**config.mk**
```make
export PLATFORM = sky130hd
export DESIGN_NAME = vec_csr_file
export DESIGN_NICKNAME = d
export VERILOG_FILES = /design/src/rtl/vcsr_pkg.sv /design/src/rtl/vcsr_decode.sv /design/src/rtl/vcsr_fxstate.sv /design/src/rtl/vcsr_cfgstate.sv /design/src/rtl/vec_csr_file.sv
export SDC_FILE = /design/constraint.sdc
export NUM_CORES = 1
export LEC_CHECK = 0
export ABC_AREA = 1
export ABC_CLOCK_PERIOD_IN_PS = 2880
export BUFFER_PORTS_ARGS = -buffer_cell sky130_fd_sc_hd__buf_4
export CORE_ASPECT_RATIO = 0.9
export CORE_UTILIZATION = 52
export DETAILED_ROUTE_END_ITERATION = 8
export PLACE_DENSITY_LB_ADDON = 0.15
export SYNTH_ARGS = -nofsm -noshare
export SYNTH_HDL_FRONTEND = slang
export SYNTH_SLANG_ARGS = --single-unit
```
**constraint.sdc**
```tcl
create_clock -name clk -period 2.88 [get_ports clk]
set_clock_uncertainty 0.2 [all_clocks]
set_input_delay 0.432 -clock clk [delete_from_list [all_inputs] [get_ports clk]]
set_output_delay 0.432 -clock clk [all_outputs]
set_load 0.05 [all_outputs]
```
**src/rtl/vcsr_pkg.sv**
```systemverilog
package vcsr_pkg;

    localparam logic [11:0] ADDR_VSTART = 12'h008;
    localparam logic [11:0] ADDR_VXSAT  = 12'h009;
    localparam logic [11:0] ADDR_VXRM   = 12'h00A;
    localparam logic [11:0] ADDR_VCSR   = 12'h00F;
    localparam logic [11:0] ADDR_VL     = 12'hC20;
    localparam logic [11:0] ADDR_VTYPE  = 12'hC21;
    localparam logic [11:0] ADDR_VLENB  = 12'hC22;

    typedef enum logic [2:0] {
        SEL_NONE,
        SEL_START,
        SEL_SAT,
        SEL_RMODE,
        SEL_FXSTAT,
        SEL_LEN,
        SEL_TYPE,
        SEL_BYTES
    } csr_sel_e;

    typedef struct packed {
        logic       sat;
        logic [1:0] rmode;
    } fx_state_t;

    function automatic logic sel_is_ro(input csr_sel_e s);
        return (s == SEL_LEN) || (s == SEL_TYPE) || (s == SEL_BYTES);
    endfunction

    function automatic logic sel_is_fx(input csr_sel_e s);
        return (s == SEL_SAT) || (s == SEL_RMODE) || (s == SEL_FXSTAT);
    endfunction

endpackage

```
**src/rtl/vcsr_decode.sv**
```systemverilog
module vcsr_decode
    import vcsr_pkg::*;
(
    input  logic [11:0] addr,
    output csr_sel_e    sel
);
    always_comb begin
        unique case (addr)
            ADDR_VSTART: sel = SEL_START;
            ADDR_VXSAT:  sel = SEL_SAT;
            ADDR_VXRM:   sel = SEL_RMODE;
            ADDR_VCSR:   sel = SEL_FXSTAT;
            ADDR_VL:     sel = SEL_LEN;
            ADDR_VTYPE:  sel = SEL_TYPE;
            ADDR_VLENB:  sel = SEL_BYTES;
            default:     sel = SEL_NONE;
        endcase
    end
endmodule

```
**src/rtl/vcsr_fxstate.sv**
```systemverilog
module vcsr_fxstate
    import vcsr_pkg::*;
(
    input  logic      clk,
    input  logic      rst,
    input  logic      wr_en,
    input  csr_sel_e  sel,
    input  logic [2:0] wbits,
    input  logic      sat_set,
    output fx_state_t fx_q
);
    fx_state_t fx_d;
    logic      fx_wr;

    assign fx_wr = wr_en && sel_is_fx(sel);

    always_comb begin
        fx_d = fx_q;
        if (fx_wr) begin
            case (sel)
                SEL_SAT:    fx_d.sat   = wbits[0];
                SEL_RMODE:  fx_d.rmode = wbits[1:0];
                SEL_FXSTAT: begin
                    fx_d.sat   = wbits[0];
                    fx_d.rmode = wbits[2:1];
                end
                default: ;
            endcase
        end else if (sat_set) begin
            fx_d.sat = 1'b1;
        end
    end

    always_ff @(posedge clk) begin
        if (rst) fx_q <= '0;
        else     fx_q <= fx_d;
    end
endmodule

```
**src/rtl/vcsr_cfgstate.sv**
```systemverilog
module vcsr_cfgstate
    import vcsr_pkg::*;
#(
    parameter int XLEN       = 64,
    parameter int VSTART_MAX = 65535,
    parameter int VSTART_W   = $clog2(VSTART_MAX + 1)
) (
    input  logic                clk,
    input  logic                rst,
    input  logic                wr_en,
    input  csr_sel_e            sel,
    input  logic [XLEN-1:0]     wdata,
    input  logic                cfg_valid,
    input  logic [XLEN-1:0]     cfg_vl,
    input  logic [XLEN-1:0]     cfg_vtype,
    output logic [VSTART_W-1:0] vstart_q,
    output logic [XLEN-1:0]     vl_q,
    output logic [XLEN-1:0]     vtype_q
);
    localparam logic [XLEN-1:0] LIMIT_X   = XLEN'(VSTART_MAX);
    localparam logic [XLEN-1:0] VTYPE_RST = {1'b1, {(XLEN-1){1'b0}}};

    logic [VSTART_W-1:0] start_clamped;

    always_comb begin
        if (wdata > LIMIT_X) start_clamped = VSTART_W'(VSTART_MAX);
        else                 start_clamped = wdata[VSTART_W-1:0];
    end

    always_ff @(posedge clk) begin
        if (rst) begin
            vstart_q <= '0;
        end else if (wr_en && sel == SEL_START) begin
            vstart_q <= start_clamped;
        end
    end

    always_ff @(posedge clk) begin
        if (rst) begin
            vl_q    <= '0;
            vtype_q <= VTYPE_RST;
        end else if (cfg_valid) begin
            vl_q    <= cfg_vl;
            vtype_q <= cfg_vtype;
        end
    end
endmodule

```
**src/rtl/vec_csr_file.sv**
```systemverilog
module vec_csr_file
    import vcsr_pkg::*;
#(
    parameter int XLEN       = 64,
    parameter int VLEN       = 128,
    parameter int VSTART_MAX = 65535
) (
    input  logic            clk,
    input  logic            rst,
    input  logic [11:0]     csr_addr,
    input  logic [XLEN-1:0] csr_wdata,
    input  logic            csr_rd,
    input  logic            csr_wr,
    output logic [XLEN-1:0] csr_rdata,
    output logic            csr_hit,
    output logic            csr_illegal,
    input  logic            cfg_valid,
    input  logic [XLEN-1:0] cfg_vl,
    input  logic [XLEN-1:0] cfg_vtype,
    input  logic            sat_set
);
    localparam int              VSTART_W  = $clog2(VSTART_MAX + 1);
    localparam logic [XLEN-1:0] VLENB_VAL = XLEN'(VLEN / 8);

    csr_sel_e            sel;
    logic                wr_ok;
    fx_state_t           fx_q;
    logic                vxsat_q;
    logic [1:0]          vxrm_q;
    logic [VSTART_W-1:0] vstart_q;
    logic [XLEN-1:0]     vl_q;
    logic [XLEN-1:0]     vtype_q;

    vcsr_decode u_dec (
        .addr (csr_addr),
        .sel  (sel)
    );

    assign csr_hit     = (csr_rd || csr_wr) && (sel != SEL_NONE);
    assign csr_illegal = csr_wr && sel_is_ro(sel);
    assign wr_ok       = csr_wr && (sel != SEL_NONE) && !sel_is_ro(sel);

    vcsr_fxstate u_fx (
        .clk     (clk),
        .rst     (rst),
        .wr_en   (wr_ok),
        .sel     (sel),
        .wbits   (csr_wdata[2:0]),
        .sat_set (sat_set),
        .fx_q    (fx_q)
    );

    assign vxsat_q = fx_q.sat;
    assign vxrm_q  = fx_q.rmode;

    vcsr_cfgstate #(
        .XLEN       (XLEN),
        .VSTART_MAX (VSTART_MAX),
        .VSTART_W   (VSTART_W)
    ) u_cfg (
        .clk       (clk),
        .rst       (rst),
        .wr_en     (wr_ok),
        .sel       (sel),
        .wdata     (csr_wdata),
        .cfg_valid (cfg_valid),
        .cfg_vl    (cfg_vl),
        .cfg_vtype (cfg_vtype),
        .vstart_q  (vstart_q),
        .vl_q      (vl_q),
        .vtype_q   (vtype_q)
    );

    always_comb begin
        csr_rdata = '0;
        if (csr_hit) begin
            case (sel)
                SEL_START:  csr_rdata = XLEN'(vstart_q);
                SEL_SAT:    csr_rdata = XLEN'(vxsat_q);
                SEL_RMODE:  csr_rdata = XLEN'(vxrm_q);
                SEL_FXSTAT: csr_rdata = XLEN'({vxrm_q, vxsat_q});
                SEL_LEN:    csr_rdata = vl_q;
                SEL_TYPE:   csr_rdata = vtype_q;
                SEL_BYTES:  csr_rdata = VLENB_VAL;
                default:    csr_rdata = '0;
            endcase
        end
    end
endmodule

```
==> summary.md <==
| Metric | Value |
|---|---|
| Routed wire length | 21.0 mm |
| Flop pwr share | 0.446 |
| Arr. time, crit path | 2.14 ns |
| Outcome | finished, final reports clean |
| Io pins | between 200 and 300 |
| Reg2reg path depth | 4 |
| Library cells used by synthesis | 32 |
| Synth cell count leaders | nor2_1 (314), nand2_1 (174), dfxtp_1 (147), o21ai_0 (137), a21oi_1 (59) |
| Vias in the first global route | roughly 7000 |
| Final Core Density | 0.756 |
| Hold Crit Start | csr_wdata[11] |
| Crit-path most repeated cell | buf_4 |
| Clock transition at the registers of the reported paths | 0.06 ns |
| First-pass GRT wire length | 33.0 mm |
| Worst Max-Slew Pin Slew | 0.660 ns |
| Setup TNS | 0 ns |
| Endpoint of the lowest-slack register-to-register path | u_fx.fx_q[1] |
| Clock sink count | 147 |
| Simple-Gate Fraction of Synth Area | 0.326 |
| Clock power share | 0.453 |
| Crit path from | csr_addr[9] |
| Psw | between 1 and 1.5 mW |
| Xor-xnor portion of the synthesized cell area | 0 |
| Period utilisation layout | 0.962 |
| Final Setup Violations | 0 |
| Placed wire-length estimate | 13.8 mm |
| Largest net degree at the start of global routing | approximately 150 |
| Die Height | 111 µm |
| Top achievable clock speed | 361 MHz |
| Critical-path maximum fanout | 35 |
| Post-synthesis mux area share | 0.00330 |
| Cells along the critical path | buf_4 > nor2_1 > nand2_1 > inv_4 > o2111ai_1 > nand2_4 > o21ai_4 > buf_12 > a21oi_1 > buf_4 |
| Post-layout min period | between 2 and 3 ns |
| FP Rows | 39 |
| Final #Nets | 1482 |
| Worst hold slack | between 0.03 and 0.04 ns |
| Synth Instances | slightly above 1000 |
| Hold Path Class | input pin to flip-flop |
| Post-DP Area | 9020 µm² |
| Drt pass-1 iters | 5 |
| Core area | between 10000 and 15000 µm² |
| Lkg Pwr | 4.35 nW |
| Hold Fails Final Rpt | 0 |
| 1st-iter DRT viols | about 580 |
| GR Util All Layers | 0.307 |
| Reg-to-reg slack, setup | 1.97 ns |
| Largest family of logic cells by synthesized area | simple AND/OR/NAND/NOR gates |
| Required @ worst endpoint | 2.25 ns |
| H-tree depth | 4 |
| Share of synthesized flip-flops with an asynchronous set or reset | 0 |
| Power per Cell Area | about 520 nW/µm² |
| Int Power | ~3.8 mW |
| Hold Path Depth | 3 |
| Cell taking the most area after synthesis | dfxtp_1 |
| # DRC | 0 |
| Area delta synth->final | 41.1% |
| Routed Antenna Nets | 0 |
| TritonCTS clock tree | built |
| # diodes | 0 |
| Primary FF master, synth | dfxtp_1 |
| Vias/cell | 5.20 |
| Syn nets | 1239 |
| Post-synthesis compound-gate area fraction | 0.169 |
| Syn Area/Cell | around 6.6 µm² |
| Maximum vdd ir drop | 0.457 mV |
| Die footprint | 13600 µm² |
| Most common cell in the netlist | nor2_1 |
| Setup crit start kind | input pin |
| Sequential area share after synthesis | 0.431 |
| Worst Setup End Kind | output pin |
| GRT overflow | 0 |
| Initial Util | 0.536 |
| Synth warn | 0 |
| WL per Instance | around 15 µm |
| Post-CTS setup buffer count | 0 |
| Slowest library cell on the worst path | buf_4 |
| RSZ-0062 raised after global routing | false |
| Total number of vias | around 7500 |
| Hold Path Sink | u_cfg.vstart_q[11] |
| Worst r2r src | u_fx.fx_q[1] |
| WS Path Type | input pin to output pin |
| CTS root buf | clkbuf_16 |
| Post-synth EDFFs | 0 |
| Max cap viols | 0 |
| Combinational Power Share | 0.101 |
| Sw frac | 0.235 |
| Synth top area cells | dfxtp_1 (43%), nor2_1 (17%), o21ai_0 (10%) |
| TritonCTS Buffers | 17 |
| Synth Area in Adders | 0 |
| Slowest Stage Delay on Critical Path | 0.24 ns |
| Share of layout cells above drive strength 1 | 0.284 |
| #FFs+latches synth | 147 |
| Pins Over Slew Limit | 0 |
| Slew headroom | 0.559 |
| Antenna violations before repair | 0 |
| Synthesized area | 6820 µm² |
| Power, Total | 4.97 mW |
| Yosys top cell area share | 0.431 |
| Clock Latency Late Sink | approximately 0.41 ns |
| Die extent in x | 123 µm |
| Port Buf Inserts | approximately 280 |
| Fin area | 9630 µm² |
| Routability cong. | between 0.9 and 1 |
| Max Root-Sink Buffers | 2 |
repair_timing:
item	CTS	global route
hold buffers	0	0
endpoints found under the setup margin	0	18
resized for setup	0	4
critical path: cells and delay by family:
| kind | cells | cell delay [ns] |
|---|---|---|
| buffers and inverters | 4 | 0.69 |
| and+or+nand+nor | 3 | 0.47 |
| AOI/OAI and AO/OA | 3 | 0.52 |
cell type report:
class                   count  area [µm²]
multi-input cells         769        3430
fillers                  1014        3110
flip-flops and latches    147        2940
repair buffers            291        2270
clock buffers              18         439
well taps                 164         205
inverters                  46         181
clock inverters            13         158
flip-flops by register name, indices dropped and copies added (netlist names):
register and count:
u_fx.fx_q 3, u_cfg.vstart_q 16, u_cfg.vl_q 64, u_cfg.vtype_q 64
power by group through the flow:
| stage | Sequential [mW] | Combinational, mW | Clock [mW] |
|---|---|---|---|
| final | 2.22 | 0.501 | 2.25 |
| after global routing | 2.23 | 0.558 | 2.36 |
| after CTS | 2.22 | 0.499 | 2.28 |
| after detailed placement | 2.26 | 0.492 | 0 |
| after global placement | 2.25 | 0.484 | 0 |
| after floorplan | 2.24 | 0.223 | 0 |
worst max-delay path by stage:
stage / endpoint / cells after the start
2_1_floorplan: csr_rdata[4] / 10
3_3_place_gp: csr_rdata[20] / 10
3_5_place_dp: csr_rdata[20] / 12
4_1_cts: csr_rdata[20] / 12
5_1_grt: csr_rdata[1] / 10
6_report: csr_rdata[20] / 10
kinds of logic (layout without fill, tap and decap cells):
kind of cell           count (synthesis)  after routing
buffers and inverters                113            368
AND/OR/NAND/NOR                      552            552
AO/OA/AOI/OAI                        215            215
flip-flops                           147            147
multiplexers                           2              2
stage by stage:
step,setup WS (ns),cells
floorplan,0.0925,1029
global placement,0.145,1417
detailed placement,0.0848,1417
CTS,0.0794,1448
global route,0.00931,1448
finish,0.109,1448
routing by layer:
layer | up-vias | global-route usage | share of wire
met3 | 44 | 0.0921 | 0.093
met1 | 3367 | 0.376 | 0.42
met4 | 0 | 0.138 | 0.032
met2 | 328 | 0.492 | 0.46
met5 | - | 0 | 0
li1 | 3794 | - | -
cell usage in the layout (no fill, tap or decap):
cell type | synthesis | layout
inv_2 | 11 | 10
nor2_4 | 0 | 2
clkbuf_8 | 0 | 1
inv_1 | 32 | 31
nand2_4 | 2 | 2
buf_4 | 2 | 284
o22ai_1 | 1 | 1
clkinv_1 | 2 | 1
mux2_2 | 2 | 2
a21oi_1 | 59 | 58
o21ai_4 | 0 | 1
clkinv_2 | 0 | 6
dfxtp_1 | 147 | 147
nand3_1 | 19 | 19
o2111a_1 | 1 | 1
buf_12 | 0 | 7
nand3_2 | 4 | 4
nor2_1 | 314 | 313
clkinv_4 | 0 | 2
inv_6 | 0 | 2
clkbuf_16 | 0 | 17
nand2_2 | 4 | 4
o21ai_2 | 6 | 5
clkinvlp_4 | 0 | 1
a41oi_2 | 1 | 1
nor3b_4 | 0 | 1
o21ai_0 | 137 | 137
a21oi_2 | 0 | 1
bufinv_16 | 0 | 3
inv_4 | 1 | 3
a221oi_1 | 7 | 7
nand2_1 | 174 | 174
nor4_1 | 12 | 12
nor2_2 | 7 | 6
nand4_1 | 4 | 4
nor3_1 | 11 | 11
o2111ai_1 | 1 | 1
o211ai_1 | 1 | 1
a31oi_1 | 1 | 1
(Power assumes the default switching activity.)
